--- src/rtl/wiper_i2c_pkg.sv ---
package wiper_i2c_pkg;

    localparam int BYTE_W = 8;
    localparam int CNT_W  = $clog2(BYTE_W + 1);
    localparam logic [4:0] ADDR_PREFIX = 5'b01011;

    typedef enum logic [3:0] {
        ST_IDLE,
        ST_ADDR,
        ST_ADDR_ACK,
        ST_INSTR,
        ST_INSTR_ACK,
        ST_DATA,
        ST_DATA_ACK,
        ST_RD_BYTE,
        ST_RD_ACK,
        ST_IGNORE
    } link_state_t;

endpackage

--- src/rtl/glitch_filter.sv ---
module glitch_filter #(
    parameter int SYNC_STAGES = 2,
    parameter int FILT_LEN    = 3
) (
    input  logic clk,
    input  logic rst_n,
    input  logic raw,
    output logic clean
);
    localparam int FW = $clog2(FILT_LEN + 1);

    logic [SYNC_STAGES-1:0] sync_q;
    logic [FW-1:0]          run_q;
    logic                   synced;

    assign synced = sync_q[SYNC_STAGES-1];

    // bus lines idle high, so the synchroniser resets to one
    always_ff @(posedge clk or negedge rst_n) begin
        if (!rst_n) sync_q <= '1;
        else        sync_q <= {sync_q[SYNC_STAGES-2:0], raw};
    end

    // the clean value follows only after FILT_LEN disagreeing samples in a row
    always_ff @(posedge clk or negedge rst_n) begin
        if (!rst_n) begin
            clean <= 1'b1;
            run_q <= '0;
        end else if (synced == clean) begin
            run_q <= '0;
        end else if (run_q == FW'(FILT_LEN - 1)) begin
            clean <= synced;
            run_q <= '0;
        end else begin
            run_q <= run_q + 1'b1;
        end
    end

    // the output moves only toward a value the synchroniser already held
    p_filter_persist_r9: assert property (@(posedge clk) disable iff (!rst_n)
        (clean != $past(clean)) |-> ($past(synced) == clean));

endmodule

--- src/rtl/line_conditioner.sv ---
module line_conditioner #(
    parameter int SYNC_STAGES = 2,
    parameter int FILT_LEN    = 3
) (
    input  logic clk,
    input  logic rst_n,
    input  logic scl_i,
    input  logic sda_i,
    output logic scl_f,
    output logic sda_f,
    output logic scl_rise,
    output logic scl_fall,
    output logic start_det,
    output logic stop_det
);
    localparam int LINES = 2;

    logic [LINES-1:0] raw_lines;
    logic [LINES-1:0] clean_lines;
    logic             scl_prev;
    logic             sda_prev;

    assign raw_lines = {sda_i, scl_i};

    for (genvar g = 0; g < LINES; g++) begin : g_line
        glitch_filter #(
            .SYNC_STAGES(SYNC_STAGES),
            .FILT_LEN   (FILT_LEN)
        ) u_filt (
            .clk  (clk),
            .rst_n(rst_n),
            .raw  (raw_lines[g]),
            .clean(clean_lines[g])
        );
    end

    assign scl_f = clean_lines[0];
    assign sda_f = clean_lines[1];

    always_ff @(posedge clk or negedge rst_n) begin
        if (!rst_n) begin
            scl_prev <= 1'b1;
            sda_prev <= 1'b1;
        end else begin
            scl_prev <= scl_f;
            sda_prev <= sda_f;
        end
    end

    assign scl_rise  = scl_f & ~scl_prev;
    assign scl_fall  = ~scl_f & scl_prev;
    assign start_det = scl_f & scl_prev & sda_prev & ~sda_f;
    assign stop_det  = scl_f & scl_prev & ~sda_prev & sda_f;

endmodule

--- src/rtl/link_fsm.sv ---
module link_fsm
    import wiper_i2c_pkg::*;
(
    input  logic              clk,
    input  logic              rst_n,
    input  logic              scl_f,
    input  logic              sda_f,
    input  logic              scl_rise,
    input  logic              scl_fall,
    input  logic              start_det,
    input  logic              stop_det,
    input  logic [1:0]        strap,
    input  logic [BYTE_W-1:0] rd_code,
    output logic              sda_oe,
    output logic              wr_en,
    output logic [BYTE_W-1:0] wr_data,
    output logic              instr_en,
    output logic              instr_sel,
    output logic              instr_shdn
);
    link_state_t       state_q, state_d;
    logic [BYTE_W-1:0] shreg_q;
    logic [CNT_W-1:0]  bitcnt_q;
    logic              mack_q;
    logic              byte_done;
    logic              addr_hit;

    assign byte_done = scl_fall && (bitcnt_q == CNT_W'(BYTE_W));
    assign addr_hit  = (shreg_q[BYTE_W-1:1] == {ADDR_PREFIX, strap});

    // state register
    always_ff @(posedge clk or negedge rst_n) begin
        if (!rst_n) state_q <= ST_IDLE;
        else        state_q <= state_d;
    end

    // next state: stop and start take priority over all else
    always_comb begin
        state_d = state_q;
        if (stop_det) begin
            state_d = ST_IDLE;
        end else if (start_det) begin
            state_d = ST_ADDR;
        end else begin
            unique case (state_q)
                ST_IDLE:      state_d = ST_IDLE;
                ST_ADDR:      if (byte_done) state_d = addr_hit ? ST_ADDR_ACK : ST_IGNORE;
                ST_ADDR_ACK:  if (scl_fall) state_d = shreg_q[0] ? ST_RD_BYTE : ST_INSTR;
                ST_INSTR:     if (byte_done) state_d = ST_INSTR_ACK;
                ST_INSTR_ACK: if (scl_fall) state_d = ST_DATA;
                ST_DATA:      if (byte_done) state_d = ST_DATA_ACK;
                ST_DATA_ACK:  if (scl_fall) state_d = ST_DATA;
                ST_RD_BYTE:   if (scl_fall && bitcnt_q == CNT_W'(BYTE_W - 1)) state_d = ST_RD_ACK;
                ST_RD_ACK:    if (scl_fall) state_d = mack_q ? ST_RD_BYTE : ST_IGNORE;
                ST_IGNORE:    state_d = ST_IGNORE;
                default:      state_d = ST_IDLE;
            endcase
        end
    end

    // shift register, bit counter and master acknowledge capture
    always_ff @(posedge clk or negedge rst_n) begin
        if (!rst_n) begin
            shreg_q  <= '0;
            bitcnt_q <= '0;
            mack_q   <= 1'b0;
        end else if (start_det) begin
            bitcnt_q <= '0;
        end else if (state_d != state_q) begin
            bitcnt_q <= '0;
            if (state_d == ST_RD_BYTE) shreg_q <= rd_code;
        end else begin
            unique case (state_q)
                ST_ADDR, ST_INSTR, ST_DATA: begin
                    if (scl_rise && bitcnt_q < CNT_W'(BYTE_W)) begin
                        shreg_q  <= {shreg_q[BYTE_W-2:0], sda_f};
                        bitcnt_q <= bitcnt_q + 1'b1;
                    end
                end
                ST_RD_BYTE: begin
                    if (scl_fall) begin
                        shreg_q  <= {shreg_q[BYTE_W-2:0], 1'b1};
                        bitcnt_q <= bitcnt_q + 1'b1;
                    end
                end
                ST_RD_ACK: begin
                    if (scl_rise) mack_q <= ~sda_f;
                end
                ST_IDLE, ST_ADDR_ACK, ST_INSTR_ACK, ST_DATA_ACK, ST_IGNORE: begin
                end
                default: begin
                end
            endcase
        end
    end

    // outputs
    always_comb begin
        sda_oe     = 1'b0;
        wr_en      = 1'b0;
        instr_en   = 1'b0;
        wr_data    = shreg_q;
        instr_sel  = shreg_q[BYTE_W-1];
        instr_shdn = shreg_q[BYTE_W-2];
        unique case (state_q)
            ST_ADDR_ACK, ST_INSTR_ACK, ST_DATA_ACK: sda_oe = 1'b1;
            ST_RD_BYTE: sda_oe = ~shreg_q[BYTE_W-1];
            ST_INSTR:   instr_en = (state_d == ST_INSTR_ACK);
            ST_DATA:    wr_en = (state_d == ST_DATA_ACK);
            ST_IDLE, ST_ADDR, ST_RD_ACK, ST_IGNORE: begin
            end
            default: begin
            end
        endcase
    end

    // the data drive only moves while the filtered clock is low
    p_oe_scl_low_r8: assert property (@(posedge clk) disable iff (!rst_n)
        (sda_oe != $past(sda_oe)) |-> !scl_f);

    // no drive after an address mismatch or a read NACK
    p_quiet_ignore_r2: assert property (@(posedge clk) disable iff (!rst_n)
        (state_q == ST_IGNORE) |-> !sda_oe);

    // a NACKed read byte leads to the released state
    p_nack_release_r6: assert property (@(posedge clk) disable iff (!rst_n)
        (state_q == ST_RD_ACK && scl_fall && !mack_q && !start_det && !stop_det)
        |=> !sda_oe);

endmodule

--- src/rtl/wiper_bank.sv ---
module wiper_bank #(
    parameter int               CH         = 2,
    parameter int               W          = 8,
    parameter logic [W-1:0]     RESET_CODE = 8'h80
) (
    input  logic                  clk,
    input  logic                  rst_n,
    input  logic                  instr_en,
    input  logic [$clog2(CH)-1:0] instr_sel,
    input  logic                  instr_shdn,
    input  logic                  wr_en,
    input  logic [W-1:0]          wr_data,
    output logic [W-1:0]          rd_code,
    output logic [CH-1:0][W-1:0]  eff_code,
    output logic [CH-1:0]         shdn
);
    localparam int SW = $clog2(CH);

    logic [CH-1:0][W-1:0] code_q;
    logic [SW-1:0]        ptr_q;

    always_ff @(posedge clk or negedge rst_n) begin
        if (!rst_n) begin
            ptr_q <= '0;
            shdn  <= '0;
        end else if (instr_en) begin
            ptr_q             <= instr_sel;
            shdn[instr_sel]   <= instr_shdn;
        end
    end

    for (genvar c = 0; c < CH; c++) begin : g_ch
        always_ff @(posedge clk or negedge rst_n) begin
            if (!rst_n)                          code_q[c] <= RESET_CODE;
            else if (wr_en && ptr_q == SW'(c))   code_q[c] <= wr_data;
        end
        assign eff_code[c] = shdn[c] ? '0 : code_q[c];
    end

    assign rd_code = code_q[ptr_q];

    // stored codes change only on a write strobe
    p_code_hold_r4: assert property (@(posedge clk) disable iff (!rst_n)
        !wr_en |=> $stable(code_q));

    // the read pointer changes only on an instruction strobe
    p_ptr_hold_r5: assert property (@(posedge clk) disable iff (!rst_n)
        !instr_en |=> $stable(ptr_q));

endmodule

--- src/rtl/dual_wiper_i2c_slave.sv ---
module dual_wiper_i2c_slave
    import wiper_i2c_pkg::*;
#(
    parameter int                SYNC_STAGES = 2,
    parameter int                FILT_LEN    = 3,
    parameter logic [BYTE_W-1:0] RESET_CODE  = 8'h80
) (
    input  logic              clk,
    input  logic              rst_n,
    input  logic              scl_i,
    input  logic              sda_i,
    output logic              sda_oe,
    input  logic              strap_a1,
    input  logic              strap_a0,
    output logic [BYTE_W-1:0] wiper1_code,
    output logic [BYTE_W-1:0] wiper2_code,
    output logic [1:0]        chan_shutdown
);
    localparam int CH = 2;

    logic scl_f, sda_f, scl_rise, scl_fall, start_det, stop_det;
    logic wr_en, instr_en, instr_sel, instr_shdn;
    logic [BYTE_W-1:0]        wr_data, rd_code;
    logic [CH-1:0][BYTE_W-1:0] eff_code;

    line_conditioner #(
        .SYNC_STAGES(SYNC_STAGES),
        .FILT_LEN   (FILT_LEN)
    ) u_cond (
        .clk      (clk),
        .rst_n    (rst_n),
        .scl_i    (scl_i),
        .sda_i    (sda_i),
        .scl_f    (scl_f),
        .sda_f    (sda_f),
        .scl_rise (scl_rise),
        .scl_fall (scl_fall),
        .start_det(start_det),
        .stop_det (stop_det)
    );

    link_fsm u_fsm (
        .clk       (clk),
        .rst_n     (rst_n),
        .scl_f     (scl_f),
        .sda_f     (sda_f),
        .scl_rise  (scl_rise),
        .scl_fall  (scl_fall),
        .start_det (start_det),
        .stop_det  (stop_det),
        .strap     ({strap_a1, strap_a0}),
        .rd_code   (rd_code),
        .sda_oe    (sda_oe),
        .wr_en     (wr_en),
        .wr_data   (wr_data),
        .instr_en  (instr_en),
        .instr_sel (instr_sel),
        .instr_shdn(instr_shdn)
    );

    wiper_bank #(
        .CH        (CH),
        .W         (BYTE_W),
        .RESET_CODE(RESET_CODE)
    ) u_bank (
        .clk       (clk),
        .rst_n     (rst_n),
        .instr_en  (instr_en),
        .instr_sel (instr_sel),
        .instr_shdn(instr_shdn),
        .wr_en     (wr_en),
        .wr_data   (wr_data),
        .rd_code   (rd_code),
        .eff_code  (eff_code),
        .shdn      (chan_shutdown)
    );

    assign wiper1_code = eff_code[0];
    assign wiper2_code = eff_code[1];

endmodule

--- config.mk ---
export PLATFORM = sky130hd
export DESIGN_NAME = dual_wiper_i2c_slave
export DESIGN_NICKNAME = d
export VERILOG_FILES = /design/src/rtl/wiper_i2c_pkg.sv /design/src/rtl/glitch_filter.sv /design/src/rtl/line_conditioner.sv /design/src/rtl/link_fsm.sv /design/src/rtl/wiper_bank.sv /design/src/rtl/dual_wiper_i2c_slave.sv
export SDC_FILE = /design/constraint.sdc
export NUM_CORES = 1
export LEC_CHECK = 0
export CAP_MARGIN = 25
export CORE_MARGIN = 5
export CORE_UTILIZATION = 63
export CTS_CLUSTER_SIZE = 24
export DETAILED_ROUTE_END_ITERATION = 8
export DONT_BUFFER_PORTS = 1
export MAX_ROUTING_LAYER = met4
export PLACE_DENSITY = 0.85
export SLEW_MARGIN = 0
export SYNTH_ARGS = -nofsm -noshare
export SYNTH_HDL_FRONTEND = slang
export SYNTH_SLANG_ARGS = --single-unit
--- constraint.sdc ---
create_clock -name clk -period 3.9 [get_ports clk]
set_input_delay 0.39 -clock clk [delete_from_list [all_inputs] [get_ports clk]]
set_output_delay 0.39 -clock clk [all_outputs]
set_load 0.02 [all_outputs]
# Word level (Yosys, flattened, before mapping)
# Cells that the tools add are included.
# Widths: inputs -> output; s select.
[totals]
reg_bits = 48
input_bits = 6
wordCells = 118
[op_classes]
add_sub_neg = 3
magnitude_cmp = 4
eq_ne = 25
muxes = 37
bitwise = 17
reduce_logical = 16
[ops]
columns = ["op", "count"]
rows = [
  ["$mux 8", 8],
  ["$mux 4", 15],
  ["$eq 4x3->1 const B", 8],
  ["$pmux 4 s8", 1],
  ["$pmux 8 s2", 1],
  ["$eq 4x4->1 const B", 3],
  ["$not 1->1", 10],
  ["$eq 4x2->1 const B", 2],
  ["$mux 2", 4],
  ["$ne 4x2->1 const B", 2],
  ["$pmux 4 s2", 1],
  ["$and 1x1->1", 7],
  ["$eq 7x6->1", 1],
  ["$logic_and 1x1->1", 6],
  ["$ne 3x1->1 const B", 2],
  ["$reduce_or 3->1", 2],
  ["$reduce_and 5->1", 1],
  ["$add 2x1->2 const B", 2],
  ["$add 4x1->4 const B", 1],
  ["$eq 2x2->1 const B", 2],
  ["$eq 4x1->1 const B", 1],
  ["$lt 1x2->1 const B", 2],
  ["$lt 4x4->1 const B", 1],
  ["$ne 4x4->1", 1],
  ["other kinds (14)", 18],
]

# Longest topological paths before layout
# Gate-level depths: netlist of run 1.
[depth]
word_depth = 10
depth_mapped = 8

# By module
# Synthesis of run 1 repeated with hierarchy kept, for this count alone.
[hier_totals]
hier_cells = 238
hier_area_um2 = 2751.4
[by_module_without_submodules]
columns = ["module", "instances", "cells_each", "area_per_inst_um2", "seq_area_each_um2"]
rows = [
  ["link_fsm", 1, 143, 1393.8, 425.4],
  ["wiper_bank", 1, 69, 914.6, 478.0],
  ["glitch_filter", 2, 10, 178.9, 128.9],
  ["line_conditioner", 1, 6, 85.1, 52.6],
]

# Worst setup path after synthesis of run 1
# No wires, ideal clock.
[synth_path]
kind = "register -> register"
startpoint = "register u_cond.g_line[0].u_filt.clean"
endpoint = "register u_fsm.shreg_q[6], in the netlist u_fsm.wr_data[6]"
setup_ps = 123
arrival_time_ps = 1931
t_required_ps = 3777
setup_slack_ps = 1847
path_stages_with_launch = 9
n_path_buf = 3
path_cell_list = "dfstp_2 > buf_4 > nor2b_1 > buf_6 > and4b_1 > buf_2 > a221oi_2 > nand3_1 > o221a_2"
[synth_between]
elab_chain_len = 10
[synth_rtl]
columns = ["element", "line", "rtl"]
rows = [
  ["start, declared", "glitch_filter.sv:8", "output logic clean"],
  ["start signal, assigned", "glitch_filter.sv:32", "clean <= synced;"],
  ["$not 1->1", "line_conditioner.sv:51", "assign scl_fall = ~scl_f & scl_prev;"],
  ["$and 1x1->1", "line_conditioner.sv:51", ""],
  ["$logic_and 1x1->1 (on tied branches)", "link_fsm.sv:53, link_fsm.sv:28", ""],
  ["$mux 4 (on tied branches)", "-", ""],
  ["$pmux 4 s8", "link_fsm.sv:45", "unique case (state_q)"],
  ["$mux 4", "link_fsm.sv:42", "end else if (start_det) begin"],
  ["$mux 4", "link_fsm.sv:40", "if (stop_det) begin"],
  ["$ne 4x4->1 / $eq 4x3->1 (equally long branches)", "link_fsm.sv:69, link_fsm.sv:71", ""],
  ["$ne 3x1->1 (no line), or another cell as far along", "-", ""],
  ["$reduce_and 5->1 (no line)", "-", ""],
  ["end signal, assigned", "link_fsm.sv:71", "if (state_d == ST_RD_BYTE) shreg_q <= rd_code;"],
  ["end signal, assigned", "link_fsm.sv:76", "shreg_q <= {shreg_q[BYTE_W-2:0], sda_f};"],
  ["end signal, assigned", "link_fsm.sv:82", "shreg_q <= {shreg_q[BYTE_W-2:0], 1'b1};"],
  ["end, declared", "link_fsm.sv:22", "logic [BYTE_W-1:0] shreg_q;"],
]
# Several ways; a longest one is shown, not always the timed one.
# A chain may end at the register's enable or synchronous reset.

# Final worst setup path of run 1
[layout_path]
startpoint = "register u_cond.scl_prev"
endpoint = "register u_bank.code_q[3] (netlist name)"
[layout_between]
elab_chain_len = 9
[layout_rtl]
columns = ["element", "line", "rtl"]
rows = [
  ["start, declared", "line_conditioner.sv:20", "logic scl_prev;"],
  ["start signal, assigned", "line_conditioner.sv:45", "scl_prev <= scl_f;"],
  ["$and 1x1->1", "line_conditioner.sv:51", ""],
  ["$logic_and 1x1->1 (on tied branches)", "link_fsm.sv:53, link_fsm.sv:28", ""],
  ["$mux 4 (on tied branches)", "-", ""],
  ["$pmux 4 s8", "link_fsm.sv:45", ""],
  ["$mux 4", "link_fsm.sv:42", ""],
  ["$mux 4 (*)", "link_fsm.sv:40", ""],
  ["$eq 4x3->1 (*)", "link_fsm.sv:109", "ST_DATA: wr_en = (state_d == ST_DATA_ACK);"],
  ["$mux 1 (*)", "link_fsm.sv:105", "unique case (state_q)"],
  ["$logic_and 1x1->1 (*)", "wiper_bank.sv:35", "else if (wr_en && ptr_q == SW'(c)) code_q[c] <= wr_data;"],
  ["end signal, assigned by index", "wiper_bank.sv:35", ""],
  ["end, declared", "wiper_bank.sv:19", "logic [CH-1:0][W-1:0] code_q;"],
]
# Mark *: on every way between the ends. The rest lies on a longest branch, timed or not.

==> results of run 1 <==
-- worst paths after layout --
path                                                   startpoint                           endpoint  slack [ps]  cells past startpoint
worst max-delay path                              u_cond.scl_prev                   u_bank.code_q[3]        1340                      4
worst min-delay path                                        sda_i  u_cond.g_line[1].u_filt.sync_q[0]          80                      0
worst max register to register                    u_cond.scl_prev                   u_bank.code_q[3]        1340                      4
worst min register to register  u_cond.g_line[0].u_filt.sync_q[0]  u_cond.g_line[0].u_filt.sync_q[1]         360                      0
max in group asynchronous                                   rst_n      u_cond.g_line[1].u_filt.clean        3020                      2
min in group asynchronous                                   rst_n                   u_bank.code_q[6]         610                      2
-- timing repair --
item | 4_1_cts | 5_1_grt
buffers inserted | 0 | 0
hold buffers | 2 | 0
hold endpoints to repair | 48 | 0
-- power groups by stage --
stage                     Combinational [mW]  Sequential, mW  Clock, mW
final                                  0.365           0.752      0.288
after global routing                   0.399           0.768      0.316
after CTS                              0.360           0.748      0.295
after detailed placement               0.343           0.757          0
after global placement                 0.332           0.747          0
after floorplan                        0.335           0.686          0
-- through the flow --
stage | hold slack [ps] | instance area, sq um | setup WS (ps) | power, mW
global route | 60.68 | 2724 | 1146 | 1.483
global placement | 95.57 | 2601 | 1380 | 1.079
CTS | 72.46 | 2724 | 1384 | 1.403
detailed placement | 95.59 | 2601 | 1399 | 1.099
finish | 83.31 | 2724 | 1338 | 1.405
floorplan | 94.41 | 2600 | 1847 | 1.021
-- critical path: cells and delay by family, from the launching register on --
| family | cells | cell delay [ps] |
|---|---|---|
| muxes | 1 | 410 |
| and+or+nand+nor | 3 | 1450 |
| DFF | 1 | 590 |
-- metal layers --
metal  routed length [um]  share of wire, %  global-route usage (%)
met1                 2577                47                   33.45
met2                 2577                47                   32.19
met3                  291               5.3                   4.054
met4                   81               1.5                   5.929
met5                    0                 0                       -
-- final cells by class --
cell class / count / area, sq um
multi-input combinational: 170 / 1299
fill: 297 / 1276
sequential: 48 / 1214
clock buffer: 6 / 72.57
tap: 50 / 62.56
timing repair buffer: 3 / 45.04
inverter: 5 / 18.77
clock inverter: 2 / 12.51
-- registers in the layout, indices dropped and copies added (netlist names), 2 cells and up --
name	cells
u_bank.code_q	16
u_fsm.wr_data	8
u_cond.g_line.u_filt.run_q	4
u_cond.g_line.u_filt.sync_q	4
u_fsm.bitcnt_q	4
u_fsm.state_q	4
u_bank.shdn	2
u_cond.g_line.u_filt.clean	2
-- cell families (layout without fill, tap and decap cells) --
group / after synthesis / count (layout) / share of synthesized area, %
AOI/OAI and AO/OA: 40 / 40 / 12.37
xor gates and xnor gates: 8 / 8 / 2.695
adders and majority gates: 2 / 2 / 0.9623
buffers and inverters: 19 / 16 / 3.369
DFF: 48 / 48 / 46.68
muxes: 29 / 29 / 12.13
and+or+nand+nor: 91 / 91 / 21.80
-- synth_stat cells (all sizes together), types with 4 or more instances --
cell    number
a21oi        7
a31oi        5
buf          7
clkbuf       7
dfrtp       38
dfstp       10
inv          5
mux2        20
mux2i        9
nand2       18
nand2b       4
nand3        6
nor2         8
nor2b       23
nor3         5
nor4         7
o21ai        4
o221a        7
xor2         5
==> results.yml, run 1 <==
status:
  run_status: "finished, final reports clean"
pwr:
  p_per_area_nw_per_um2: 515.6
  switching_power_mw: 0.5118
  power.internal_mw: 0.8927
  switching_share_pct: 36.44
  clockPowerShare_pct: 20.5
  ir_drop_mv: 0.3065
  seqPwrFrac_pct: 53.5
  comb_power_share_pct: 26.0
  power.leakage_nw: 1.143
layout:
  antenna_cells: 0
  final_cell_mix: "dfrtp_1 (38), nor2b_1 (23), mux2_2 (20)"
  final_core_util_pct: 68.10
  nNetsFinal: 241
  layout_commonest_cell: "dfrtp_1"
  drive_gt1_share_pct: 23.08
  stdcell_count: 284
  area_delta_synth_final_pct: 4.764
synth:
  netlist_area_sq_um: 2600
  yosys_register_bits: 48
  ys_types: 51
  syn_area_per_cell_sq_um: 10.97
  synth-seq-area-share_pct: 46.68
  ys.flop_type: "dfrtp_1"
  synth_area_leaders: "dfrtp_1 (37%), dfstp_2 (10%), mux2_2 (8.7%), nor2b_1 (5.5%), mux2i_1 (3.5%)"
  yosysWarnings: 0
  syn_inst: 237
  synth_edf_count: 0
  async_flop_share_pct: 100.0
  yosys.area.top_type_share_pct: 36.57
  syn_nets: 245
  yosys.area.top_type: "dfrtp_1"
route:
  drc: 0
  via_per_inst: 6.585
  dr.pass1.iters: 6
  detail-route-antenna-nets: 0
  drtIter0Drc: 287
  routed_wl_um: 5527
  via_count: 1870
  post_drt_wl_per_cell_um: 19.46
floorplan:
  die_height_um: 74.24
  die_area_sq_um: 5512
  core_sq_um: 4000
  rows: 23
  die_w_um: 74.24
  start_util_pct: 65.00
  io_pins: 25
global_routing:
  grt_max_degree: 49
  grt-ovfl-total: 0
  grt_pass1_wl_um: 8887
  grtUsageTotal_pct: 22.57
  grt_antenna_before_repair: 0
  grt_pass1_vias: 1747
timing:
  period_share_pct: 65.69
  slew_viol_final: 0
  worst_pin_slew_ps: 687.9
  worst_clock_skew_ps: 8.156
  relSlewSlack_pct: 54.05
  tns_ps: 0
  rsz0062_at_grt: "no"
  final.min_clock_period_ps: 2562
  hold_viol_final: 0
  fmax_mhz: 390.4
  setup_viol: 0
placement:
  gp_congestion: 0.9183
  placed_cells: 274
  portBuffers: 0
  post-dp-hpwl_um: 3800
job:
  cap_violations: 0
clocking:
  cts_tree: "built"
  htree_num_levels: 2
  clockBufferDepth: 2
  ctsResizeCount: 0
  cts_sinks: 48
  clk_root_buffer_cell: "clkbuf_8"
  cts_buffers: 5
  clk_pin_slew_ps: 90
  clock_latency_ps: 300
worst_setup_path:
  endpoint_kind: "register"
  start_kind: "register"
  path_class: "register to register"
  cp.required_ps: 4090
  worstPathCellList: "nor2b_1, nand2_1, nor4_4, mux2_2"
  path_max_fanout: 9
  crit_slowest_cell: "nor4_4"
  arrival_ps: 2750
  crit_path_max_incr_delay_ps: 620
worst_hold_path:
  hp-class: "primary input to register"
Note: power is estimated with default switching activity, not from simulation.
==> run 2: changes to the inputs <==
clock period = 2.7 ns   (was 3.9 ns; I/O delays follow)
==> results.yml, run 2 (same netlist as run 1, synthesis figures left out) <==
clocking:
  cts_tree: "built"
  htree_num_levels: 2
  ctsResizeCount: 0
  post_cts_buffers: 0
  cts_buffers: 5
  cts_sinks: 48
  clock_latency_ps: 310
  clk_root_buffer_cell: "clkbuf_8"
  clockBufferDepth: 2
  clk_pin_slew_ps: 90
floorplan:
  io_pins: 25
  core_sq_um: 4000
  die_w_um: 74.24
  rows: 23
  die_area_sq_um: 5512
  start_util_pct: 65.00
  die_height_um: 74.24
layout:
  drive_gt1_share_pct: 24.38
  layout_commonest_cell: "dfrtp_1"
  final_cell_mix: "dfrtp_1 (38), nor2b_1 (23), mux2_2 (20)"
  regMostFlops: "u_bank.code_q"
  antenna_cells: 0
  area_delta_synth_final_pct: 7.266
  nNetsFinal: 249
  stdcell_count: 292
  largest_reg_flops: 16
worst_setup_path:
  crit_path_max_incr_delay_ps: 510
  path_max_fanout: 13
  cp.required_ps: 2950
  cp_top_family: "compound AO/OA/AOI/OAI gates"
  start_kind: "register"
  path_class: "register to register"
  path_buf_inv: 0
  worstPathCellList: "and2_1, o31ai_1, nand2_1, o21bai_2, o221a_2"
  arrival_ps: 2510
  crit_slowest_cell: "dfrtp_1"
  endpoint_kind: "register"
timing:
  worst_pin_slew_ps: 618.7
  tns_ps: 0
  hold_viol_final: 0
  final.min_clock_period_ps: 2256
  period_share_pct: 83.55
  setup_viol: 0
  rsz0062_at_grt: "no"
  slew_viol_final: 0
  relSlewSlack_pct: 58.75
  worst_clock_skew_ps: 9.380
  fmax_mhz: 443.3
global_routing:
  grtUsageTotal_pct: 22.92
  grt-ovfl-total: 0
  grt_pass1_vias: 1834
  grt_pass1_wl_um: 9183
  grt_antenna_before_repair: 0
  grt_max_degree: 49
placement:
  portBuffers: 0
  gp_congestion: 0.9130
  post-dp-hpwl_um: 3800
  placed_cells: 280
route:
  routed_wl_um: 5434
  dr.pass1.iters: 4
  drtIter0Drc: 195
  detail-route-antenna-nets: 0
  via_count: 1876
  via_per_inst: 6.425
  drc: 0
  post_drt_wl_per_cell_um: 18.61
pwr:
  p_per_area_nw_per_um2: 734.3
  power.leakage_nw: 1.183
  ir_drop_mv: 0.5559
job:
  cap_violations: 0
worst_hold_path:
  hp-class: "register to register"
status:
  run_status: "finished, final reports clean"
[run 2: cell count changes in the layout (fill, tap and decap cells not counted), sizes merged]
cell,previous run,this run
clkinvlp,1,0
clkbuf,6,7
buf,2,8
dlygate4sd3,1,3
[run 2: metal layers]
layer	GRT usage, %	wire length (um)
met1	31.63	2446
met4	9.091	145
met3	4.865	373
met5	-	0
met2	33.27	2469
[run 2: final timing paths]
kind | startpoint | to | slack [ps] | cells after the start
setup / recovery | u_fsm.state_q[2] | u_fsm.wr_data[3] | 440 | 5
hold / removal | u_cond.g_line[0].u_filt.sync_q[0] | u_cond.g_line[0].u_filt.sync_q[1] | 360 | 0
setup reg to reg | u_fsm.state_q[2] | u_fsm.wr_data[3] | 440 | 5
hold reg to reg | u_cond.g_line[0].u_filt.sync_q[0] | u_cond.g_line[0].u_filt.sync_q[1] | 360 | 0
max in group asynchronous | rst_n | u_cond.g_line[0].u_filt.clean | 1950 | 2
min in group asynchronous | rst_n | u_bank.code_q[0] | 480 | 2
[run 2: per-stage QoR]
stage	area, sq um	util (%)	power, mW	hold slack [ps]	setup WS [ps]
final	2789	69.72	2.048	358.2	444.0
after global routing	2789	69.72	2.177	367.8	302.9
after CTS	2789	69.72	2.046	359.4	452.1
after detailed placement	2646	66.16	1.612	-24.40	473.4
after global placement	2646	66.16	1.592	-24.18	460.1
after floorplan	2600	-	1.475	-25.59	646.6
[run 2: final cells by class]
| type | instances | area [sq um] |
|---|---|---|
| inverters | 5 | 18.77 |
| flip-flops and latches | 48 | 1214 |
| multi-input cells | 170 | 1299 |
| clock buffers | 7 | 76.32 |
| fillers | 282 | 1211 |
| repair buffers | 11 | 110.1 |
| clock inverters | 1 | 8.758 |
| well taps | 50 | 62.56 |
[run 2: what timing repair did]
action / 4_1_cts / 5_1_grt
endpoints found under the hold margin: 50 / 0
setup endpoints to repair: 0 / 0
hold buffers: 4 / 0
[run 2: power breakdown]
part / switching, mW / total [mW] / internal [mW]
clock: 0.231 / 0.416 / 0.185
combinational: 0.311 / 0.574 / 0.263
sequential: 0.182 / 1.06 / 0.876
==> run 3: changes to the inputs <==
ABC_AREA = 1   (was unset)
CORE_UTILIZATION = 57   (was 63)
PLACE_DENSITY = 0.81   (was 0.85)
clock period = 1.9 ns   (was 2.7 ns; I/O delays follow)
==> results.yml, run 3 <==
synth:
  yosysWarnings: 0
  ys.flop_type: "dfrtp_1"
  post-synth-top-count-cell: "nand2_1"
  muxShareOfSynthArea_pct: 0.3668
  yosys.area.top_type_share_pct: 34.85
  syn_inst: 370
  synth-seq-area-share_pct: 44.48
  synthXorXnorAreaFrac_pct: 1.284
  syn_area_per_cell_sq_um: 7.375
  yosys.area.top_type: "dfrtp_1"
  synth_compound_area_share_pct: 7.749
  yosys.area_share.adder_pct: 0.9170
  yosys_register_bits: 48
  synth_top_family_by_area: "simple AND/OR/NAND/NOR gates"
  synth-simple-area-share_pct: 35.17
  synth_edf_count: 0
  syn_nets: 378
  synth_area_leaders: "dfrtp_1 (35%), nand2_1 (16%), dfstp_2 (9.6%), inv_1 (7.3%), o21ai_0 (6.1%)"
  ys_types: 31
  synth_common_cells: "nand2_1 (115), inv_1 (53), dfrtp_1 (38)"
  async_flop_share_pct: 100.0
  netlist_area_sq_um: 2729
pwr:
  p_per_area_nw_per_um2: 1104
  power.leakage_nw: 1.910
  ir_drop_mv: 0.7841
  power_mw: 4.082
timing:
  final.min_clock_period_ps: 2399
  fmax_mhz: 416.8
  hold_viol_final: 0
  fin_ws_ps: -499.1
  slew_viol_final: 0
  holdWs_ps: 361.2
  setup_viol: 14
  worst_clock_skew_ps: 7.612
  relSlewSlack_pct: 64.63
  rsz0062_at_grt: "yes"
  worst_pin_slew_ps: 528.2
  period_share_pct: 126.3
worst_hold_path:
  min_path_cells: 0
  hold_path_end: "u_cond.g_line[1].u_filt.sync_q[1]"
  hp-class: "register to register"
  min_from: "u_cond.g_line[1].u_filt.sync_q[0]"
layout:
  layout_commonest_cell: "nand2_1"
  largest_reg_flops: 16
  drive_gt1_share_pct: 34.38
  stdcell_count: 499
  regMostFlops: "u_bank.code_q"
  area_delta_synth_final_pct: 35.53
  final_cell_mix: "nand2_1 (91), buf_4 (63), inv_1 (50)"
  antenna_cells: 0
  final_core_util_pct: 78.83
  nNetsFinal: 452
  fillers: 293
clocking:
  clock_latency_ps: 310
  htree_num_levels: 2
  clk_pin_slew_ps: 90
  cts_tree: "built"
  cts_sinks: 48
  clockBufferDepth: 2
  cts_buffers: 5
  clk_root_buffer_cell: "clkbuf_8"
route:
  drc: 0
  via_per_inst: 5.521
  routed_wl_um: 7689
  via_count: 2755
  drtIter0Drc: 310
  detail-route-antenna-nets: 0
  post_drt_wl_per_cell_um: 15.41
  dr.pass1.iters: 5
floorplan:
  die_w_um: 79.19
  die_area_sq_um: 6271
  core_sq_um: 4692
  die_height_um: 79.19
  io_pins: 25
  start_util_pct: 58.16
  rows: 25
global_routing:
  grt_max_degree: 49
  grt_antenna_before_repair: 0
  grtUsageTotal_pct: 25.35
  grt_pass1_wl_um: 12100
  grt-ovfl-total: 0
  grt_pass1_vias: 2585
worst_setup_path:
  path_buf_inv: 2
  ff2ff_path_depth: 16
  r2r-end: "u_fsm.wr_data[1]"
  worstPathCellList: "inv_2, ha_4, nand3_4, nor2_4, nand3_2, o21ai_0, nand2_1, nand2_2, nand2_2, nand2_2, nand2_4, buf_12, nand4_4, nand3_4, nand2_1, nand2_1"
  path_max_fanout: 8
  r2r_setup_slack_ps: -500
  reg2reg_from: "u_fsm.bitcnt_q[0]"
  path_class: "register to register"
  critPathLaunch: "u_fsm.bitcnt_q[0]"
  crit_slowest_cell: "dfrtp_1"
  cp_top_family: "simple AND/OR/NAND/NOR gates"
  cp.required_ps: 2110
  start_kind: "register"
  arrival_ps: 2610
  crit_path_max_incr_delay_ps: 410
  endpoint_kind: "register"
status:
  violations: "negative setup slack"
  run_status: "finished with violations"
placement:
  dp_slack_ps: -405.1
  placed_cells: 469
  gp_congestion: 0.9598
  portBuffers: 0
  post-dp-hpwl_um: 4797
job:
  cap_violations: 0
==> run 3: cell types whose count changed after synthesis, sizes merged, moves of 8 or more <==
cell and delta:
mux2 -20, nand3 +22, nand2 +100, nor2 +34
inv +53, nand4 +12, nor2b -23, mux2i -8
o21ai +29
==> run 3: final cells by class <==
cell class / instances / area (sq um) / share of cell area [%]
multi-input combinational: 255 / 1425 / 38.53
timing repair buffer: 76 / 658.1 / 17.79
inverter: 58 / 217.7 / 5.886
tap: 54 / 67.56 / 1.827
clock inverter: 3 / 46.29 / 1.252
sequential: 48 / 1215 / 32.85
clock buffer: 5 / 68.82 / 1.861
==> run 3: stage by stage <==
step                setup TNS (ps)  instance area, sq um
finish                       -5701                  3699
global route                 -7503                  3699
CTS                          -3529                  3553
detailed placement           -4399                  3196
global placement             -4128                  3196
floorplan                   -619.4                  2750
==> run 3: how the worst max path moves through the flow <==
stage                   endpoint  slack [ps]  depth (start not counted)
3_5_place_dp    u_fsm.wr_data[6]        -410                         15
5_1_grt        u_fsm.bitcnt_q[1]        -660                         15
6_report        u_fsm.wr_data[1]        -500                         16
2_1_floorplan   u_fsm.wr_data[0]         -70                         17
3_3_place_gp    u_fsm.wr_data[2]        -370                         15
4_1_cts        u_fsm.bitcnt_q[0]        -320                         14
==> run 3: cells by family (layout without fill, tap and decap cells) <==
family,count (synthesis),after routing
and+or+nand+nor,209,210
buffers and inverters,68,142
DFF,48,48
AOI/OAI and AO/OA,38,38
xor gates and xnor gates,4,4
adders and majority gates,2,2
muxes,1,1
==> run 3: power by group <==
part | total, mW | switching [mW] | internal (mW)
Combinational | 1.99 | 1.13 | 0.858
Sequential | 1.33 | 0.125 | 1.20
Clock | 0.764 | 0.368 | 0.397
==> run 3: timing repair <==
item                       CTS  global route
hold endpoints to repair    50             0
pin swaps                   24            28
gates cloned                 1             0
gates resized for setup     21            29
hold buffers                 4             0
setup endpoints to repair   13            22
setup buffers               12             6
==> run 3: layer usage <==
metal / track usage (%) / up-vias / part of all wire, %
li1: - / 1309 / -
met1: 30.58 / 1264 / 40
met2: 43.01 / 145 / 50
met3: 4.535 / 37 / 7.2
met4: 8.591 / 0 / 3.6
met5: - / - / 0
